===== config.mk =====
export PLATFORM = sky130hd
export DESIGN_NAME = spi_memxact_master
export DESIGN_NICKNAME = d
export VERILOG_FILES = /design/src/rtl/spi_mx_pkg.sv /design/src/rtl/spi_mx_shifter.sv /design/src/rtl/spi_mx_seq.sv /design/src/rtl/spi_memxact_master.sv
export SDC_FILE = /design/constraint.sdc
export NUM_CORES = 1
export LEC_CHECK = 0
export BUFFER_PORTS_ARGS = -buffer_cell sky130_fd_sc_hd__buf_2
export CORE_AREA = 2 2 112 136
export CTS_BUF_LIST = sky130_fd_sc_hd__clkbuf_4
export DETAILED_ROUTE_END_ITERATION = 10
export DIE_AREA = 0 0 114 138
export GPL_ROUTABILITY_DRIVEN = 0
export GPL_TIMING_DRIVEN = 0
export PLACE_DENSITY_LB_ADDON = 0.05
export SLEW_MARGIN = 15
export SYNTH_ARGS = -nofsm -noshare
export SYNTH_HDL_FRONTEND = slang
export SYNTH_SLANG_ARGS = --single-unit

===== constraint.sdc =====
create_clock -name clk -period 5.2 [get_ports clk]
set_input_delay 0.78 -clock clk [delete_from_list [all_inputs] [get_ports clk]]
set_output_delay 0.78 -clock clk [all_outputs]
set_load 0.02 [all_outputs]

===== src/rtl/spi_mx_pkg.sv =====
package spi_mx_pkg;

  localparam int ADDR_W = 22;

  typedef enum logic [1:0] {
    ST_IDLE,
    ST_LOAD,
    ST_SHIFT
  } mx_state_e;

  typedef enum logic [1:0] {
    SEG_HDR,
    SEG_DATA,
    SEG_PAD
  } mx_seg_e;

  // index of the last header byte: writes have three, reads four (dummy)
  function automatic logic [1:0] hdr_last(input logic is_wr);
    return is_wr ? 2'd2 : 2'd3;
  endfunction

  // header byte at position idx; top byte flags direction in bits 7:6
  function automatic logic [7:0] hdr_byte(input logic is_wr,
                                          input logic [ADDR_W-1:0] addr,
                                          input logic [1:0] idx);
    logic [7:0] b;
    case (idx)
      2'd0:    b = {is_wr, 1'b0, addr[21:16]};
      2'd1:    b = addr[15:8];
      2'd2:    b = addr[7:0];
      default: b = 8'h00;
    endcase
    return b;
  endfunction

endpackage


===== src/rtl/spi_mx_shifter.sv =====
module spi_mx_shifter #(
  parameter int CLK_HALF = 2
) (
  input  logic       clk,
  input  logic       rst_n,
  input  logic       start,
  input  logic [7:0] tx_byte,
  input  logic       miso,
  output logic       sclk,
  output logic       mosi,
  output logic       active,
  output logic       done,
  output logic [7:0] rx_byte
);

  localparam int CW = (CLK_HALF > 1) ? $clog2(CLK_HALF) : 1;
  localparam logic [CW-1:0] DIV_END = CW'(CLK_HALF - 1);

  logic [CW-1:0] div_q;
  logic          hi_q;
  logic [2:0]    bits_left_q;
  logic [7:0]    tx_sh_q;
  logic [7:0]    rx_sh_q;
  logic          div_wrap;

  assign div_wrap = (div_q == DIV_END);

  always_ff @(posedge clk or negedge rst_n) begin
    if (!rst_n) begin
      div_q       <= '0;
      hi_q        <= 1'b0;
      bits_left_q <= 3'd0;
      tx_sh_q     <= 8'h00;
      rx_sh_q     <= 8'h00;
      active      <= 1'b0;
      done        <= 1'b0;
    end else begin
      done <= 1'b0;
      if (start && !active) begin
        active      <= 1'b1;
        tx_sh_q     <= tx_byte;
        bits_left_q <= 3'd7;
        div_q       <= '0;
        hi_q        <= 1'b0;
      end else if (active) begin
        if (div_wrap) begin
          div_q <= '0;
          if (!hi_q) begin
            hi_q    <= 1'b1;
            rx_sh_q <= {rx_sh_q[6:0], miso};
          end else begin
            hi_q <= 1'b0;
            if (bits_left_q == 3'd0) begin
              active <= 1'b0;
              done   <= 1'b1;
            end else begin
              bits_left_q <= bits_left_q - 3'd1;
              tx_sh_q     <= {tx_sh_q[6:0], 1'b0};
            end
          end
        end else begin
          div_q <= div_q + 1'b1;
        end
      end
    end
  end

  assign sclk    = hi_q;
  assign mosi    = active ? tx_sh_q[7] : 1'b1;
  assign rx_byte = rx_sh_q;

endmodule


===== src/rtl/spi_mx_seq.sv =====
module spi_mx_seq
  import spi_mx_pkg::*;
#(
  parameter int LEN_W = 12,
  parameter int PAD_W = 3
) (
  input  logic              clk,
  input  logic              rst_n,
  input  logic              cmd_valid,
  input  logic              cmd_write,
  input  logic [ADDR_W-1:0] cmd_addr,
  input  logic [LEN_W-1:0]  cmd_len,
  input  logic [PAD_W-1:0]  cmd_pad,
  input  logic [7:0]        wr_data,
  input  logic              wr_valid,
  output logic              wr_ready,
  output logic [7:0]        rd_data,
  output logic              rd_valid,
  input  logic              eng_done,
  input  logic [7:0]        eng_rx,
  output logic              eng_start,
  output logic [7:0]        eng_tx,
  output logic              cs_n,
  output logic              busy,
  output logic              accept,
  output logic              op_wr
);

  mx_state_e         st_q;
  mx_seg_e           seg_q;
  logic [1:0]        idx_q;
  logic [ADDR_W-1:0] addr_q;
  logic [LEN_W-1:0]  len_left_q;
  logic [PAD_W-1:0]  pad_left_q;

  logic has_data, has_pad, data_last, pad_last, hdr_end;

  assign accept    = (st_q == ST_IDLE) && cmd_valid;
  assign has_data  = (len_left_q != '0);
  assign has_pad   = (pad_left_q != '0);
  assign data_last = (len_left_q == LEN_W'(1));
  assign pad_last  = (pad_left_q == PAD_W'(1));
  assign hdr_end   = (idx_q == hdr_last(op_wr));

  always_comb begin
    eng_start = 1'b0;
    eng_tx    = 8'h00;
    wr_ready  = 1'b0;
    if (st_q == ST_LOAD) begin
      case (seg_q)
        SEG_HDR: begin
          eng_start = 1'b1;
          eng_tx    = hdr_byte(op_wr, addr_q, idx_q);
        end
        SEG_DATA: begin
          if (op_wr) begin
            wr_ready  = 1'b1;
            eng_start = wr_valid;
            eng_tx    = wr_data;
          end else begin
            eng_start = 1'b1;
          end
        end
        default: eng_start = 1'b1;
      endcase
    end
  end

  assign rd_valid = (st_q == ST_SHIFT) && eng_done && (seg_q == SEG_DATA) && !op_wr;
  assign rd_data  = eng_rx;
  assign cs_n     = (st_q == ST_IDLE);
  assign busy     = (st_q != ST_IDLE);

  always_ff @(posedge clk or negedge rst_n) begin
    if (!rst_n) begin
      st_q       <= ST_IDLE;
      seg_q      <= SEG_HDR;
      idx_q      <= 2'd0;
      addr_q     <= '0;
      len_left_q <= '0;
      pad_left_q <= '0;
      op_wr      <= 1'b0;
    end else begin
      case (st_q)
        ST_IDLE: begin
          if (accept) begin
            op_wr      <= cmd_write;
            addr_q     <= cmd_addr;
            len_left_q <= cmd_len;
            pad_left_q <= cmd_write ? cmd_pad : '0;
            seg_q      <= SEG_HDR;
            idx_q      <= 2'd0;
            st_q       <= ST_LOAD;
          end
        end
        ST_LOAD: begin
          if (eng_start) st_q <= ST_SHIFT;
        end
        default: begin
          if (eng_done) begin
            st_q <= ST_LOAD;
            case (seg_q)
              SEG_HDR: begin
                if (!hdr_end) begin
                  idx_q <= idx_q + 2'd1;
                end else if (has_data) begin
                  seg_q <= SEG_DATA;
                end else if (has_pad) begin
                  seg_q <= SEG_PAD;
                end else begin
                  st_q <= ST_IDLE;
                end
              end
              SEG_DATA: begin
                len_left_q <= len_left_q - 1'b1;
                if (data_last) begin
                  if (has_pad) seg_q <= SEG_PAD;
                  else         st_q  <= ST_IDLE;
                end
              end
              default: begin
                pad_left_q <= pad_left_q - 1'b1;
                if (pad_last) st_q <= ST_IDLE;
              end
            endcase
          end
        end
      endcase
    end
  end

endmodule


===== src/rtl/spi_memxact_master.sv =====
module spi_memxact_master
  import spi_mx_pkg::*;
#(
  parameter int CLK_HALF = 2,
  parameter int LEN_W    = 12,
  parameter int PAD_W    = 3
) (
  input  logic              clk,
  input  logic              rst_n,
  input  logic              cmd_valid,
  input  logic              cmd_write,
  input  logic [ADDR_W-1:0] cmd_addr,
  input  logic [LEN_W-1:0]  cmd_len,
  input  logic [PAD_W-1:0]  cmd_pad,
  output logic              busy,
  input  logic [7:0]        wr_data,
  input  logic              wr_valid,
  output logic              wr_ready,
  output logic [7:0]        rd_data,
  output logic              rd_valid,
  output logic              sclk,
  output logic              mosi,
  output logic              cs_n,
  input  logic              miso
);

  logic       eng_start, eng_done, eng_active;
  logic [7:0] eng_tx, eng_rx;
  logic       accept, op_wr;

  spi_mx_seq #(.LEN_W(LEN_W), .PAD_W(PAD_W)) u_seq (
    .clk(clk), .rst_n(rst_n),
    .cmd_valid(cmd_valid), .cmd_write(cmd_write), .cmd_addr(cmd_addr),
    .cmd_len(cmd_len), .cmd_pad(cmd_pad),
    .wr_data(wr_data), .wr_valid(wr_valid), .wr_ready(wr_ready),
    .rd_data(rd_data), .rd_valid(rd_valid),
    .eng_done(eng_done), .eng_rx(eng_rx), .eng_start(eng_start), .eng_tx(eng_tx),
    .cs_n(cs_n), .busy(busy), .accept(accept), .op_wr(op_wr)
  );

  spi_mx_shifter #(.CLK_HALF(CLK_HALF)) u_shift (
    .clk(clk), .rst_n(rst_n),
    .start(eng_start), .tx_byte(eng_tx), .miso(miso),
    .sclk(sclk), .mosi(mosi), .active(eng_active),
    .done(eng_done), .rx_byte(eng_rx)
  );

endmodule


Yosys cells after proc, flatten, opt, wreduce, memory -nomap -nowiden
Cells that the tools add are included.
{"block": "word_totals", "reg_bits": 67}
{"block": "op_classes", "eq_ne": 15, "add_sub_neg": 5, "reduce_logical": 32, "mux": 70, "bitwise_logic": 3}
{"operator": "$mux W8", "n": 7}
{"operator": "$mux W12", "n": 3}
{"operator": "$mux W2", "n": 15}
{"operator": "$mux W1", "n": 27}
{"operator": "$mux W3", "n": 9}
{"operator": "$pmux W12 S2", "n": 1}
{"operator": "$pmux W8 S3", "n": 1}
{"operator": "$pmux W2 S2", "n": 5}
{"operator": "$pmux W8 S2", "n": 1}
{"operator": "$reduce_and A4 Y1", "n": 4}
{"operator": "$reduce_bool A2 Y1", "n": 7}
{"operator": "$eq A12 B1 Y1 const B", "n": 1}
{"operator": "$reduce_bool A12 Y1", "n": 1}
{"operator": "$sub A12 B1 Y12 const B", "n": 1}
{"operator": "$reduce_bool A3 Y1", "n": 3}
{"operator": "$ne A2 B1 Y1 const B", "n": 4}
{"operator": "$eq A2 B1 Y1 const B", "n": 3}
{"operator": "$logic_not A2 Y1", "n": 3}
{"operator": "$ne A3 B2 Y1 const B", "n": 2}
{"operator": "$pmux W3 S2", "n": 1}
{"operator": "$reduce_and A6 Y1", "n": 1}
{"operator": "$sub A3 B1 Y3 const B", "n": 2}
{"operator": "$logic_and A1 B1 Y1", "n": 5}
{"operator": "$reduce_and A5 Y1", "n": 1}
{"operator": "other kinds (12)", "n": 17}

Logic depth before layout (Yosys ltp)
{"block": "logic_depth", "ltp_word": 7, "depth_mapped": 7, "mapped_depth_nobuf": 6}

Hierarchy
From an unflattened synthesis, not the netlist that was laid out.
{"block": "unflattened", "cells_unflattened": 415, "hier_area_um2": 3676.0}
{"module": "spi_mx_seq", "seq_area_each_um2": 1101.1, "area_each_um2": 2653.8, "instances": 1, "cells_each": 321}
{"module": "spi_mx_shifter", "seq_area_each_um2": 575.6, "area_each_um2": 1022.2, "instances": 1, "cells_each": 94}

Worst setup path after synthesis
Ideal clock, no wire load.
{"block": "synth_timing", "kind": "flip-flop to output port", "start": "register u_seq.seg_q[1]", "end": "output rd_valid", "setup_slack_ns": 3.086, "arrival_time_ns": 1.334, "path_stages_with_launch": 4, "required_ns": 4.420, "cell_sequence": "dfrtp_1 buf_4 nand2b_4 nor4_1"}
{"block": "synth_between", "elab_chain_len": 3}
{"item": "start, declared", "line": "spi_mx_seq.sv:30", "text": "mx_seg_e seg_q;"}
{"item": "start signal, assigned", "line": "spi_mx_seq.sv:77", "text": "seg_q <= SEG_HDR;"}
{"item": "start signal, assigned", "line": "spi_mx_seq.sv:91", "text": "seg_q <= SEG_HDR;"}
{"item": "start signal, assigned", "line": "spi_mx_seq.sv:107", "text": "seg_q <= SEG_DATA;"}
{"item": "$eq A2 B1 Y1", "line": "spi_mx_seq.sv:69", "text": "assign rd_valid = (st_q == ST_SHIFT) && eng_done && (seg_q == SEG_DATA) && !op_wr;"}
{"item": "$logic_and A1 B1 Y1 (2 in a row)", "line": "spi_mx_seq.sv:69"}
{"item": "end, declared", "line": "spi_memxact_master.sv:20", "text": "output logic rd_valid,"}
Every way passes these cells.

Final worst setup path
{"block": "layout_timing", "start": "register u_seq.seg_q[1]", "end": "output wr_ready"}
{"block": "layout_between", "elab_chain_len": 3}
{"item": "$eq A2 B1 Y1", "line": "spi_mx_seq.sv:50", "text": "case (seg_q)"}
{"item": "$mux W1", "line": "spi_mx_seq.sv:50"}
{"item": "$mux W1", "line": "spi_mx_seq.sv:49", "text": "if (st_q == ST_LOAD) begin"}
{"item": "end, declared", "line": "spi_memxact_master.sv:18", "text": "output logic wr_ready,"}
Every way passes these cells.

==> metrics.md <==
| Metric | Value |
|---|---|
| Worst r2r path cells | 6 |
| Fin. max-slew vios | 0 |
| Clock network fraction of design power | 0.340 |
| Final #Nets | 468 |
| Setup TNS | 0 ns |
| Die footprint | 15700 um2 |
| Post-synthesis sequential area ratio | 0.475 |
| Site row count | 49 |
| Clk_skew | 0.0191 ns |
| Post-synthesis cell count | 329 |
| Num ports | 65 |
| CTS tree | yes |
| Crit path largest cell delay | 0.47 ns |
| Clock Tree Root | clkbuf_4 |
| Post-Syn Area | 3530 um2 |
| Fmax | 0.353 GHz |
| Cell family with most CP delay | simple AND/OR/NAND/NOR gates |
| Top cells by count, synth | dfrtp_1 (67), mux2_2 (33), o21ai_0 (27) |
| Synth top area cells | dfrtp_1 (47%), mux2_2 (11%), mux2i_1 (4.5%) |
| Grt total ovfl | 0 |
| Ys async rst share | 1.00 |
| Cts bufs inserted | 9 |
| Critical path's slowest cell | nor2_1 |
| Clk slew on worst S/H paths | 0.12 ns |
| Global-route wire length before repair | 15800 um |
| Initial antenna violation count | 1 |
| Share of the synthesized area in the top cell type | 0.475 |
| Routed WL | 9730 um |
| Die Ht | 138 um |
| Reg2reg setup slack | 3.12 ns |
| Hold Path Class | in -> async |
| #FFs+latches synth | 67 |
| Post-CTS Repair Setup Buffers | 0 |
| Combinational share of power | 0.074 |
| Initial core utilization | 0.242 |
| Synth area leader | dfrtp_1 |
| Die width | 114 um |
| WP buf/inv | 2 |
| Worst VDD drop | 0.0000856 V |
| Sw power | 256 uW |
| CP max FO | 10 |
| Port Buffers | 64 |
| Core area | 14600 um2 |
| P&R area growth vs syn | 19.6% |
| Post-CTS sizing | 0 |
| Clock Latency Late Sink | 0.42 ns |
| Pwr Total | 928 uW |
| Via count | 2760 |
| Power share of the sequential group | 0.586 |
| Power Dens Cells | 220 nW/um2 |
| Fin crit period | 2.83 ns |
| Endpoints failing setup | 0 |
| Clock Sinks | 67 |
| Post-synth EDFFs | 0 |
| Sw frac | 0.276 |
| Mean Syn Cell Area | 10.7 um2 |
| Gr usage total | 0.129 |
| Outcome | complete, no violations |
| Worst-Margin Slew | 0.678 ns |
| Worst EP arrival | 2.05 ns |
| Antenna-violating nets left | 0 |
| Layout cell share with drive strength beyond 1 | 0.320 |
| Detail Placement HPWL | 7050 um |
| P_leak | 1.91 nW |
| Largest net degree at the start of global routing | 46 |
| Critical Path, Cell by Cell | buf_4 > nand2b_4 > nor2_1 > and3_1 > buf_2 |
| Crit. End Element | output pin |
| Crit. path cell count | 5 |
| Vias in the first global route | 2951 |
| Crit path kind | reg -> out |
| Slew margin rel. | 0.544 |
| Drt drc | 0 |
| Worst EP required | 4.42 ns |
| Synthesized net count | 392 |
| Iter 0 DRT Violations | 89 |
| Hold Vio Cnt, Final | 0 |
| Via density | 4.69 |
| Count of cell types in the netlist | 55 |
| Most frequent cell after synthesis | dfrtp_1 |
| Hold buffer count at CTS | 0 |
| DR pass1 iterations | 4 |
| Clk buf depth | 2 |
| Int Pwr | 672 uW |
| Max_cap viols | 0 |
| Worst setup SP type | flip-flop |
| Top_reg_cell synth | dfrtp_1 |
| Synth warn | 0 |
| Post-DR wirelength/cell | 16.5 um |
| Period utilisation layout | 0.544 |
| CTS HTree Levels | 3 |
| Unrepaired setup endpoints after global routing | no |
==> path summary, 6_finish.rpt <==
path                                         from                     end
max reg2reg                   u_seq.len_left_q[0]     u_seq.len_left_q[8]
max in group asynchronous                   rst_n          u_shift.active
min in group clk           u_shift.bits_left_q[1]  u_shift.bits_left_q[1]
max                                u_seq.seg_q[1]                wr_ready
min reg2reg                u_shift.bits_left_q[1]  u_shift.bits_left_q[1]
min                                         rst_n      u_shift.tx_sh_q[3]
==> layout make-up <==
type	instances	area, um2
repair buffers	65	350
inverters	14	52.6
well taps	178	223
fillers	1591	10400
clock buffers	10	75.1
plain buffers	16	85.1
diodes	1	2.50
multi-input cells	232	1720
clock inverters	6	41.3
flip-flops and latches	67	1680
==> power by group through the flow <==
stage / clock (mW) / combinational, mW / sequential, mW
3_3_place_gp: 0 / 0.0681 / 0.554
6_report: 0.315 / 0.0688 / 0.544
3_5_place_dp: 0 / 0.0710 / 0.554
4_1_cts: 0.339 / 0.0712 / 0.544
5_1_grt: 0.354 / 0.0774 / 0.546
2_1_floorplan: 0 / 0.0232 / 0.556
==> metrics by stage <==
stage	area (um2)	hold WS (ns)	instances	setup WS, ns	util
after detailed placement	4110	0.483	572	2.81	0.281
after floorplan	3530	0.459	329	3.09	-
after global routing	4230	0.223	589	2.20	0.290
after CTS	4220	0.220	588	2.30	0.289
final	4230	0.244	589	2.37	0.290
after global placement	4080	0.474	571	2.79	0.279
==> kinds of logic (layout without fill, tap and decap cells) <==
family                   Yosys count  after routing  synth area share
adder cells (fa/ha/maj)           12             12            0.0425
AND/OR/NAND/NOR                   82             82             0.126
AO/OA/AOI/OAI                     86             86             0.160
multiplexers                      49             49             0.150
XOR/XNOR                           3              3           0.00744
buffers and inverters             30            111            0.0389
flip-flops                        67             67             0.475
other                              0              1                 0
==> worst register-to-register path, delay by kind of cell, from the launching register on <==
kind | cells | cell delay, ns
AOI/OAI and AO/OA | 2 | 0.53
buffers and inverters | 1 | 0.13
and+or+nand+nor | 2 | 0.66
adders and majority gates | 1 | 0.20
DFF | 1 | 0.44
==> metal layers <==
layer | routed length [um] | global-route usage | share of wire
met1 | 4560 | 0.170 | 0.47
met2 | 4690 | 0.209 | 0.48
met3 | 370 | 0.0294 | 0.038
met4 | 114 | 0.0436 | 0.012
met5 | 0 | 0 | 0
==> flip-flops by register name, indices dropped and copies added, names as in the netlist, 2 cells and up <==
name,flops
u_seq.seg_q,2
u_shift.tx_sh_q,8
u_shift.bits_left_q,3
u_seq.addr_q,22
u_seq.pad_left_q,3
u_seq.st_q,2
u_shift.rx_byte,8
u_seq.len_left_q,12
u_seq.idx_q,2
==> layout by cell type, fill, tap and decap left out, drive strengths merged, types with 7 or more instances in the layout <==
cell type	count
mux2	33
a31oi	8
inv	15
buf	77
clkbuf	14
nor2	25
dfrtp	67
o21ai	27
ha	12
a222oi	7
mux2i	16
a21oi	22
nand2	15
No activity file was read; power rests on OpenSTA's default activity.
